$ cat src/rtl/mon_hs_pkg.sv
package mon_hs_pkg;
   typedef enum logic [2:0] {
      RX_IDLE,
      RX_CMP,
      RX_ACK,
      RX_FLAG,
      RX_ABT
   } rx_state_t;

   typedef enum logic [2:0] {
      TX_IDLE,
      TX_ARM,
      TX_HOLD,
      TX_FLAG,
      TX_END
   } tx_state_t;
endpackage

$ cat src/rtl/mon_rx_side.sv
module mon_rx_side
   import mon_hs_pkg::*;
#(
   parameter int BYTE_W    = 8,
   parameter int RETRY_LIM = 8,
   localparam int CNT_W    = $clog2(RETRY_LIM + 1)
) (
   input  logic              clk,
   input  logic              rst_n,
   input  logic              frame_stb,
   input  logic [BYTE_W-1:0] in_byte,
   input  logic              in_e_n,
   output logic              out_a_n,
   output logic [BYTE_W-1:0] rx_data,
   output logic              rx_valid,
   output logic              rx_eom
);
   rx_state_t         st;
   logic [BYTE_W-1:0] cand;
   logic [CNT_W-1:0]  miss_cnt;

   always_ff @(posedge clk or negedge rst_n) begin
      if (!rst_n) begin
         st       <= RX_IDLE;
         cand     <= '0;
         miss_cnt <= '0;
         out_a_n  <= 1'b1;
         rx_data  <= '0;
         rx_valid <= 1'b0;
         rx_eom   <= 1'b0;
      end else begin
         rx_valid <= 1'b0;
         rx_eom   <= 1'b0;
         if (frame_stb) begin
            case (st)
               RX_IDLE: if (!in_e_n) begin
                  cand     <= in_byte;
                  miss_cnt <= '0;
                  st       <= RX_CMP;
               end
               RX_CMP: begin
                  if (in_e_n) begin
                     st <= RX_IDLE;
                  end else if (in_byte == cand) begin
                     rx_data  <= in_byte;
                     rx_valid <= 1'b1;
                     out_a_n  <= 1'b0;
                     st       <= RX_ACK;
                  end else if (miss_cnt == CNT_W'(RETRY_LIM - 1)) begin
                     st <= RX_ABT;
                  end else begin
                     cand     <= in_byte;
                     miss_cnt <= miss_cnt + CNT_W'(1);
                  end
               end
               RX_ACK: if (in_e_n) begin
                  out_a_n <= 1'b1;
                  cand    <= in_byte;
                  st      <= RX_FLAG;
               end
               RX_FLAG: begin
                  if (in_e_n) begin
                     rx_eom <= 1'b1;
                     st     <= RX_IDLE;
                  end else if (in_byte == cand) begin
                     rx_data  <= in_byte;
                     rx_valid <= 1'b1;
                     out_a_n  <= 1'b0;
                     st       <= RX_ACK;
                  end else begin
                     st <= RX_ABT;
                  end
               end
               RX_ABT: if (in_e_n) st <= RX_IDLE;
               default: st <= RX_IDLE;
            endcase
         end
      end
   end

   // a validated byte is always accompanied by an active acknowledge
   p_valid_with_ack_r3: assert property (@(posedge clk) disable iff (!rst_n)
      rx_valid |-> !out_a_n);

   // end of message leaves A inactive and never coincides with data
   p_eom_a_idle_r7: assert property (@(posedge clk) disable iff (!rst_n)
      rx_eom |-> (out_a_n && !rx_valid));

   // while an abort is pending, A stays inactive
   p_abort_a_idle_r5: assert property (@(posedge clk) disable iff (!rst_n)
      (st == RX_ABT) |-> out_a_n);
endmodule

$ cat src/rtl/mon_tx_side.sv
module mon_tx_side
   import mon_hs_pkg::*;
#(
   parameter int BYTE_W    = 8,
   parameter int MSG_MAX   = 16,
   parameter int RETRY_LIM = 8,
   localparam int IDX_W    = $clog2(MSG_MAX),
   localparam int LEN_W    = $clog2(MSG_MAX + 1),
   localparam int CNT_W    = $clog2(RETRY_LIM + 1)
) (
   input  logic              clk,
   input  logic              rst_n,
   input  logic              frame_stb,
   input  logic              in_a_n,
   output logic [BYTE_W-1:0] out_byte,
   output logic              out_e_n,
   input  logic              tx_start,
   input  logic [LEN_W-1:0]  tx_len,
   output logic [IDX_W-1:0]  tx_rd_idx,
   input  logic [BYTE_W-1:0] tx_rd_data,
   output logic              tx_done,
   output logic              tx_fail
);
   tx_state_t        st;
   logic [IDX_W-1:0] idx;
   logic [LEN_W-1:0] len_q;
   logic [CNT_W-1:0] wait_cnt;
   logic             armed;
   logic             last_byte;
   logic             len_ok;

   assign len_ok    = (tx_len != '0) && (tx_len <= LEN_W'(MSG_MAX));
   assign last_byte = (LEN_W'(idx) + LEN_W'(1)) == len_q;
   assign tx_rd_idx = (st == TX_HOLD) ? idx + IDX_W'(1) : '0;

   always_ff @(posedge clk or negedge rst_n) begin
      if (!rst_n) begin
         st       <= TX_IDLE;
         idx      <= '0;
         len_q    <= '0;
         wait_cnt <= '0;
         armed    <= 1'b0;
         out_byte <= '0;
         out_e_n  <= 1'b1;
         tx_done  <= 1'b0;
         tx_fail  <= 1'b0;
      end else begin
         tx_done <= 1'b0;
         tx_fail <= 1'b0;
         case (st)
            TX_IDLE: if (tx_start && len_ok) begin
               len_q <= tx_len;
               st    <= TX_ARM;
            end
            TX_ARM: if (frame_stb && in_a_n) begin
               out_e_n  <= 1'b0;
               out_byte <= tx_rd_data;
               idx      <= '0;
               armed    <= 1'b0;
               wait_cnt <= '0;
               st       <= TX_HOLD;
            end
            TX_HOLD: if (frame_stb) begin
               if (!in_a_n && armed) begin
                  armed    <= 1'b0;
                  wait_cnt <= '0;
                  out_e_n  <= 1'b1;
                  if (last_byte) begin
                     st <= TX_END;
                  end else begin
                     out_byte <= tx_rd_data;
                     idx      <= idx + IDX_W'(1);
                     st       <= TX_FLAG;
                  end
               end else if (wait_cnt == CNT_W'(RETRY_LIM - 1)) begin
                  out_e_n <= 1'b1;
                  tx_fail <= 1'b1;
                  st      <= TX_IDLE;
               end else if (in_a_n && armed && (idx != '0)) begin
                  out_e_n <= 1'b1;
                  st      <= TX_ARM;
               end else begin
                  wait_cnt <= wait_cnt + CNT_W'(1);
                  if (in_a_n) armed <= 1'b1;
               end
            end
            TX_FLAG: if (frame_stb) begin
               out_e_n <= 1'b0;
               st      <= TX_HOLD;
            end
            TX_END: if (frame_stb) begin
               tx_done <= 1'b1;
               st      <= TX_IDLE;
            end
            default: st <= TX_IDLE;
         endcase
      end
   end

   // no message starts while the far receiver still holds A active
   p_start_needs_a_idle_r8: assert property (@(posedge clk) disable iff (!rst_n)
      (st == TX_ARM && frame_stb && !in_a_n) |=> out_e_n);

   // the flag for a following byte lasts exactly one frame
   p_flag_one_frame_r9: assert property (@(posedge clk) disable iff (!rst_n)
      (st == TX_FLAG && frame_stb) |=> !out_e_n);

   // completion is reported with E inactive
   p_done_e_idle_r9: assert property (@(posedge clk) disable iff (!rst_n)
      tx_done |-> out_e_n);

   // giving up releases E
   p_fail_e_idle_r11: assert property (@(posedge clk) disable iff (!rst_n)
      tx_fail |-> (out_e_n && !tx_done));
endmodule

$ cat src/rtl/mon_handshake.sv
module mon_handshake #(
   parameter int BYTE_W    = 8,
   parameter int MSG_MAX   = 16,
   parameter int RETRY_LIM = 8,
   localparam int IDX_W    = $clog2(MSG_MAX),
   localparam int LEN_W    = $clog2(MSG_MAX + 1)
) (
   input  logic              clk,
   input  logic              rst_n,
   input  logic              frame_stb,
   input  logic [BYTE_W-1:0] in_byte,
   input  logic              in_e_n,
   input  logic              in_a_n,
   output logic [BYTE_W-1:0] out_byte,
   output logic              out_e_n,
   output logic              out_a_n,
   output logic [BYTE_W-1:0] rx_data,
   output logic              rx_valid,
   output logic              rx_eom,
   input  logic              tx_start,
   input  logic [LEN_W-1:0]  tx_len,
   output logic [IDX_W-1:0]  tx_rd_idx,
   input  logic [BYTE_W-1:0] tx_rd_data,
   output logic              tx_done,
   output logic              tx_fail
);
   if (RETRY_LIM < 2) begin : g_bad_retry
      $error("RETRY_LIM must be at least 2");
   end
   if (MSG_MAX < 2) begin : g_bad_len
      $error("MSG_MAX must be at least 2");
   end

   mon_rx_side #(.BYTE_W(BYTE_W), .RETRY_LIM(RETRY_LIM)) u_rx (
      .clk      (clk),
      .rst_n    (rst_n),
      .frame_stb(frame_stb),
      .in_byte  (in_byte),
      .in_e_n   (in_e_n),
      .out_a_n  (out_a_n),
      .rx_data  (rx_data),
      .rx_valid (rx_valid),
      .rx_eom   (rx_eom)
   );

   mon_tx_side #(.BYTE_W(BYTE_W), .MSG_MAX(MSG_MAX), .RETRY_LIM(RETRY_LIM)) u_tx (
      .clk       (clk),
      .rst_n     (rst_n),
      .frame_stb (frame_stb),
      .in_a_n    (in_a_n),
      .out_byte  (out_byte),
      .out_e_n   (out_e_n),
      .tx_start  (tx_start),
      .tx_len    (tx_len),
      .tx_rd_idx (tx_rd_idx),
      .tx_rd_data(tx_rd_data),
      .tx_done   (tx_done),
      .tx_fail   (tx_fail)
   );

   // handshake bits and the outgoing byte move only on frame edges
   p_quiet_between_frames_r2: assert property (@(posedge clk) disable iff (!rst_n)
      !frame_stb |=> ($stable(out_e_n) && $stable(out_a_n) && $stable(out_byte)));
endmodule

$ cat config.mk
export PLATFORM = sky130hd
export DESIGN_NAME = mon_handshake
export DESIGN_NICKNAME = d
export VERILOG_FILES = /design/src/rtl/mon_hs_pkg.sv /design/src/rtl/mon_rx_side.sv /design/src/rtl/mon_tx_side.sv /design/src/rtl/mon_handshake.sv
export SDC_FILE = /design/constraint.sdc
export NUM_CORES = 1
export LEC_CHECK = 0
export BUFFER_PORTS_ARGS = -buffer_cell sky130_fd_sc_hd__buf_4
export CORE_MARGIN = 10
export CORE_UTILIZATION = 40
export DETAILED_ROUTE_END_ITERATION = 6
export GPL_TIMING_DRIVEN = 0
export PLACE_DENSITY = 0.59
export SYNTH_ARGS = -nofsm -noshare
export SYNTH_HDL_FRONTEND = slang
export SYNTH_SLANG_ARGS = --single-unit
$ cat constraint.sdc
create_clock -name clk -period 2.74 [get_ports clk]
set_input_delay 0.548 -clock clk [delete_from_list [all_inputs] [get_ports clk]]
set_output_delay 0.548 -clock clk [all_outputs]
set_load 0.03 [all_outputs]
* After elaboration in Yosys (flattened, before gate mapping)
Index checks and enable logic that the tools add are counted.
Word-level totals: flip-flop bits (word level) 54, input bits 27, output and inout bits 26, logic and storage cells 158
Cells by class: add/subtract/negate cells 4, $lt $le $gt $ge 1, equal/unequal tests 32, mux-type cells 76, bitwise logic cells 1, reduce and logical (&&, ||, !) cells 28
Operator list (number):
- 8-bit 2-to-1 mux | 9
- 4-bit 2-to-1 mux | 13
- 3-bit 2-to-1 mux | 17
- 3-bit one-hot mux with 5 select lines | 2
- 1-bit 2-to-1 mux | 27
- 5-bit AND reduction | 5
- 2-bit inequality test, second input constant | 12
- 4-bit one-hot mux with 2 select lines | 3
- 8-bit one-hot mux with 3 select lines | 1
- 6-bit AND reduction | 3
- 8-bit one-hot mux with 2 select lines | 1
- 4-bit by 1-bit adder with 4-bit output, second input constant | 3
- 3-bit by 2-bit equality test with 1-bit output, second input constant | 4
- 3-bit inequality test, second input constant | 3
- 4-bit by 3-bit equality test with 1-bit output, second input constant | 2
- 8-bit equality test | 1
- 7-bit AND reduction | 1
- 3-bit by 1-bit equality test with 1-bit output, second input constant | 2
- 3-bit equality test, second input constant | 2
- 1-bit logical AND | 6
- 3-bit logical NOT | 2
- 2-bit by 1-bit inequality test with 1-bit output, second input constant | 3
- 2-bit nonzero test | 3
- 3-bit nonzero test | 2
- other kinds (14) | 15

* Depth between registers and ports, before layout
Gate-level depths: netlist of run 1.
depth after elaboration 7, mapped depth 8, depth with buffers taken out 7

* Modules after synthesis
From an unflattened synthesis of run 1, not the netlist that was laid out.
Second synthesis, totals: cells, all modules 277, area, all modules 2947.8 um^2
Modules (own cells, without submodules):
- mon_tx_side | times used 1, cells each 147, area an instance 1589.0 um^2, seq. area each 701.9 um^2
- mon_rx_side | times used 1, cells each 130, area an instance 1358.8 um^2, seq. area each 651.9 um^2

* Least setup slack after synthesis of run 1
No wires, ideal clock.
path type register to output, from reg u_tx.st[0], to out tx_rd_idx[1], data arrival time 1.622 ns, data required time 2.192 ns, setup slack 0.570 ns, cell stages (with the launch flop) 5, buffers on the path 1, cells stage by stage dfrtp_1 -> nand2b_1 -> nor2_1 -> clkbuf_1 -> and2_1
Between the ends: cells in the longest elaborated chain, start to end 2
RTL lines:
- start: declaration | RTL line mon_tx_side.sv:24 | tx_state_t st;
- start signal: assignment | RTL line mon_tx_side.sv:38 | st <= TX_IDLE;
- start signal: assignment | RTL line mon_tx_side.sv:53 | st <= TX_ARM;
- start signal: assignment | RTL line mon_tx_side.sv:61 | st <= TX_HOLD;
- 3-bit by 2-bit equality test with 1-bit output | RTL line mon_tx_side.sv:34 | assign tx_rd_idx = (st == TX_HOLD) ? idx + IDX_W'(1) : '0;
- 4-bit 2-to-1 mux | RTL line mon_tx_side.sv:34
- end: declaration | RTL line mon_handshake.sv:22 | output logic [IDX_W-1:0] tx_rd_idx,
Every way passes these cells.

* Worst setup path after layout of run 1
from reg u_tx.st[0], to out tx_rd_idx[3]
Same word-level chain as after synthesis.

==> results.cfg, run 1 <==
[status]
status = finished clean

[final_layout]
stdcell_count = 465
nFillCells = 672
ff_latch_area_um2 = 1350
fin_nets = 396
final_common_cell = dfrtp_1
drive_above_1_share = 0.295
area_growth_pct = 20.6
final_cell_mix = dfrtp_1, buf_4, nand3_1
multi_input_area_um2 = 1570
antenna_cells = 0

[timing]
period_minus_slack_ns = 2.60
maxSlewViolCount = 0
setup_viol = 0
setup_tns_ns = 0
finClkSkew_ns = 0.00383
slew_headroom = 0.533
whs_ns = 0.267
setup_ws_ns = 0.139
rsz0062_at_grt = no
max_freq_mhz = 384
worstMarginPinSlew_ns = 0.701
hold_viol = 0
period_share = 0.949

[floorplanning]
die-height_um = 107
core-area_um2 = 7330
io_pins = 53
die_w_um = 107
initial_core_util = 0.416
rows = 31
die-area_um2 = 11500

[cts]
cts_buffers = 5
max-clock-path-buffers = 2
clock_sinks = 54
cts_setup_buffers = 0
clockRootBuffer = clkbuf_8
cts_tree = yes
clock_latency_ns = 0.31
htree_levels = 2
clkTransAtPathRegs_ns = 0.10

[routing]
num_vias = 2504
wirelength_um = 7320
final_antenna_net_count = 0
drc = 0
vias_per_cell = 5.38
drtPass1Iterations = 7
dr.first_iter.drc_count = 111
wl_per_cell_um = 15.8

[yosys]
async_flop_share = 1.00
syn_area_um2 = 3050
synth-seq-area-share = 0.443
synth_edf_count = 0
synth_nets = 338
yosys_warnings = 0
syn_avg_cell_area_um2 = 9.94
synth_cell_type_count = 63
synth-seq-cells = 54
netlist_instances = 307
synth-main-ff-cell = dfrtp_1

[place]
place_ws_ns = 0.141
place.gp.congestion = 0.792
dpl.hpwl_um = 5380
place_inst = 457
port_buffers = 51

[global_routing]
grt_pass1_wl_um = 12000
antenna_found_initial = 0
grt_usage = 0.126
grt_overflow = 0
grt_pass1_vias = 2400
grt_max_degree = 55

[setup_path]
path_cells = nand2b_1, or2_2, clkbuf_1, nor2_1, buf_4
slowest_delay_ns = 0.44
cp_slowest_cell = dfrtp_1
end_kind = primary output
crit_buf_inv = 2
cp.arrival_ns = 2.05
cp_top_family = simple AND/OR/NAND/NOR gates
worstSetupPathType = reg2out
cp.required_ns = 2.19
crit_path_max_fanout = 10
start_kind = flop

[pwr]
power_w = 0.00379
power_density_nw_per_um2 = 1030
peakVddDrop_v = 0.000510
p_leak_nw = 1.63

[job]
max_cap_viol_count = 0

[worst_hold_path]
hold_path.class = in2async
[routing by layer]
metal | share of wire | global-route usage | vias to the layer above
li1 | - | - | 1239
met1 | 0.48 | 0.173 | 1194
met2 | 0.45 | 0.191 | 64
met3 | 0.050 | 0.0311 | 7
met4 | 0.013 | 0.0410 | 0
met5 | 0 | 0 | -
[through the flow]
step,cell area [µm²],util
finish,3680,0.502
global route,3680,0.502
CTS,3680,0.502
detailed placement,3560,0.486
global placement,3560,0.486
floorplan,3050,-
[cell usage after synthesis (2+ instances only)]
| library cell | instances | share of area |
|---|---|---|
| xnor2_1 | 12 | 0.034 |
| nand2b_1 | 7 | 0.014 |
| nand4_1 | 4 | 0.0082 |
| buf_6 | 2 | 0.0074 |
| dfrtp_1 | 52 | 0.43 |
| nand2_1 | 20 | 0.025 |
| o22ai_1 | 3 | 0.0061 |
| ha_1 | 4 | 0.016 |
| nand3_1 | 38 | 0.062 |
| a31oi_1 | 2 | 0.0041 |
| dfstp_2 | 2 | 0.017 |
| mux2_2 | 22 | 0.081 |
| and2_1 | 2 | 0.0041 |
| nand3b_1 | 2 | 0.0049 |
| a311o_1 | 8 | 0.026 |
| or4_1 | 2 | 0.0049 |
| buf_2 | 6 | 0.0098 |
| o31ai_1 | 3 | 0.0074 |
| o311ai_0 | 2 | 0.0057 |
| clkbuf_1 | 8 | 0.0098 |
| a31o_2 | 2 | 0.0057 |
| o21a_1 | 2 | 0.0049 |
| o2bb2ai_1 | 2 | 0.0057 |
| nor3_1 | 3 | 0.0049 |
| nor2_1 | 27 | 0.033 |
| inv_1 | 11 | 0.014 |
| mux2i_1 | 2 | 0.0066 |
| xor2_1 | 2 | 0.0057 |
| nor4_1 | 3 | 0.0061 |
| o21ai_0 | 11 | 0.018 |
| nor2b_1 | 3 | 0.0061 |
| a21oi_1 | 7 | 0.011 |
[cells by family (layout without fill, tap and decap cells)]
group / after synthesis / in the layout / share of synthesized area
and+or+nand+nor: 120 / 120 / 0.197
AOI/OAI and AO/OA: 60 / 60 / 0.163
adders and majority gates: 4 / 4 / 0.0164
DFF: 54 / 54 / 0.443
xor gates and xnor gates: 15 / 15 / 0.0475
buffers and inverters: 30 / 89 / 0.0447
muxes: 24 / 24 / 0.0877
[flip-flops by register name, indices dropped and copies added, names as in the netlist, 3 cells and up]
name,flops
u_tx.out_byte,8
u_tx.idx,4
u_tx.len_q,5
u_rx.rx_data,8
u_rx.st,3
u_tx.wait_cnt,4
u_tx.st,3
u_rx.cand,8
u_rx.miss_cnt,4
[final cells by class]
cell class / count / share of cell area
plain buffers: 17 / 0.0241
clock buffers: 5 / 0.0187
clock inverters: 3 / 0.0122
inverters: 13 / 0.0133
multi-input cells: 223 / 0.426
flip-flops and latches: 54 / 0.368
well taps: 99 / 0.0336
repair buffers: 51 / 0.104
[power by group]
| part | total [W] | leakage, nW | internal [W] | switching, W |
|---|---|---|---|---|
| combinational | 0.00194 | 0.914 | 0.000827 | 0.00111 |
| sequential | 0.00130 | 0.670 | 0.00108 | 0.000225 |
| clock | 0.000546 | 0.0504 | 0.000272 | 0.000274 |
[what timing repair did]
item	in CTS	in global routing
pin swaps	0	0
endpoints found under the setup margin	1	1
hold buffers	0	0
gates resized for setup	2	1
[path summary, 6_finish.rpt]
check / start / to / slack, ns / depth (start not counted)
worst max register to register: u_rx.miss_cnt[0] / u_rx.cand[4] / 0.43 / 5
max in group asynchronous: rst_n / u_rx.st[1] / 2.00 / 1
min in group clk: tx_len[1] / u_tx.len_q[1] / 0.47 / 2
worst min-delay path: rst_n / u_rx.rx_data[6] / 0.27 / 1
worst max-delay path: u_tx.st[0] / tx_rd_idx[3] / 0.14 / 5
worst min register to register: u_tx.wait_cnt[0] / u_tx.wait_cnt[0] / 0.50 / 1
Power figures use the tool's default switching activity.
==> run 2, diff against run 1 <==
==> constraint.sdc (replaced) <==
create_clock -name clk -period 2.88 [get_ports clk]
set_input_delay 0.576 -clock clk [delete_from_list [all_inputs] [get_ports clk]]
set_output_delay 0.576 -clock clk [all_outputs]
set_load 0.03 [all_outputs]
==> run 2 against run 1 <==
  * Non-clock buffer count unchanged
  * First-iteration DRC count increased by 0.90%
  * Wire length decreased by 0.60%
  * Final cell count unchanged
  * Critical path type unchanged
  * Highest routed layer unchanged
==> results.cfg, run 2 (same netlist as run 1, synthesis figures left out) <==
[final_layout]
ff_latch_area_um2 = 1350
final_common_cell = dfrtp_1
final_cell_mix = dfrtp_1, buf_4, nand3_1
drive_above_1_share = 0.295
multi_input_area_um2 = 1570
area_growth_pct = 20.5
nFillCells = 672
stdcell_count = 465
antenna_cells = 0
fin_nets = 396
reg_top3 = u_rx.cand: 8 flops, u_rx.rx_data: 8 flops, u_tx.out_byte: 8 flops

[timing]
maxSlewViolCount = 0
slew_headroom = 0.531
max_freq_mhz = 379
setup_viol = 0
rsz0062_at_grt = no
worstMarginPinSlew_ns = 0.704
hold_viol = 0
setup_ws_ns = 0.239
period_minus_slack_ns = 2.64
finClkSkew_ns = 0.00384
period_share = 0.917
setup_tns_ns = 0

[status]
status = finished clean

[worst_hold_path]
hold_path.class = in2async

[pwr]
peakVddDrop_v = 0.000484
power_density_nw_per_um2 = 979
p_leak_nw = 1.63

[routing]
wirelength_um = 7280
dr.first_iter.drc_count = 112
final_antenna_net_count = 0
wl_per_cell_um = 15.7
drtPass1Iterations = 4
drc = 0
vias_per_cell = 5.38
num_vias = 2504

[global_routing]
grt_usage = 0.126
grt_overflow = 0
grt_pass1_vias = 2400
grt_max_degree = 55
grt_pass1_wl_um = 12000
antenna_found_initial = 0

[setup_path]
path_cells = nand2b_1, nor2_2, clkbuf_2, and2_1, buf_4
cp.arrival_ns = 2.07
end_kind = primary output
crit_path_max_fanout = 10
cp.required_ns = 2.30
start_kind = flop
slowest_delay_ns = 0.45
ff2ff_setup_slack_ns = 0.57
cp_top_family = simple AND/OR/NAND/NOR gates
crit_buf_inv = 2
cp_slowest_cell = dfrtp_1
worstSetupPathType = reg2out

[floorplanning]
die-height_um = 107
die_w_um = 107
io_pins = 53
initial_core_util = 0.416
die-area_um2 = 11500
rows = 31
core-area_um2 = 7330

[cts]
clockRootBuffer = clkbuf_8
htree_levels = 2
max-clock-path-buffers = 2
cts_tree = yes
clock_sinks = 54
clkTransAtPathRegs_ns = 0.10
cts-hold-fix-buffers = 0
clock_latency_ns = 0.31
cts_buffers = 5

[place]
place.gp.congestion = 0.792
dpl.hpwl_um = 5380
place_inst = 457
place_ws_ns = 0.253
port_buffers = 51

[job]
max_cap_viol_count = 0
==> run 2: where the power goes <==
part           total [W]  switching (W)  leakage, nW  internal [W]
combinational    0.00184        0.00105        0.913      0.000785
sequential       0.00124       0.000213        0.670       0.00103
clock           0.000521       0.000262       0.0504      0.000259
total            0.00360        0.00153         1.63       0.00207
==> run 2: area by class of cell <==
class,instances,area share
Tap cell,99,0.0337
Clock buffer,5,0.0187
Sequential cell,54,0.368
Inverter,13,0.0133
Clock inverter,3,0.0122
Buffer,17,0.0242
Timing Repair Buffer,51,0.104
Multi-Input combinational cell,223,0.426
==> run 2: path summary, 6_finish.rpt <==
| path | startpoint | to | depth (start not counted) |
|---|---|---|---|
| setup / recovery | u_tx.st[0] | tx_rd_idx[1] | 5 |
| hold / removal | rst_n | u_rx.rx_data[6] | 1 |
| setup reg to reg | u_rx.miss_cnt[0] | u_rx.cand[4] | 5 |
| hold reg to reg | u_tx.wait_cnt[0] | u_tx.wait_cnt[0] | 1 |
| max in group asynchronous | rst_n | u_rx.st[1] | 1 |
| min in group clk | tx_len[1] | u_tx.len_q[1] | 2 |
==> run 2: routing by layer <==
layer  global-route usage  wire (µm)  vias up
li1                     -          -     1238
met1                0.173       3380     1178
met2                0.191       3310       81
met3               0.0311        493        7
met4               0.0410         92        0
met5                    0          0        -
==> run 2: per-stage QoR <==
| stage | utilization | hold WS, ns | cell area [µm²] | power (W) |
|---|---|---|---|---|
| CTS | 0.501 | 0.325 | 3680 | 0.00362 |
| finish | 0.502 | 0.297 | 3680 | 0.00360 |
| global placement | 0.486 | 0.489 | 3560 | 0.00306 |
| global route | 0.502 | 0.335 | 3680 | 0.00387 |
| detailed placement | 0.486 | 0.494 | 3560 | 0.00309 |
| floorplan | - | 0.280 | 3050 | 0.00258 |
==> run 2: timing repair <==
item,4_1_cts,5_1_grt
hold endpoints to repair,0,0
gates resized for setup,1,2
setup buffers,0,0
setup endpoints to repair,1,1
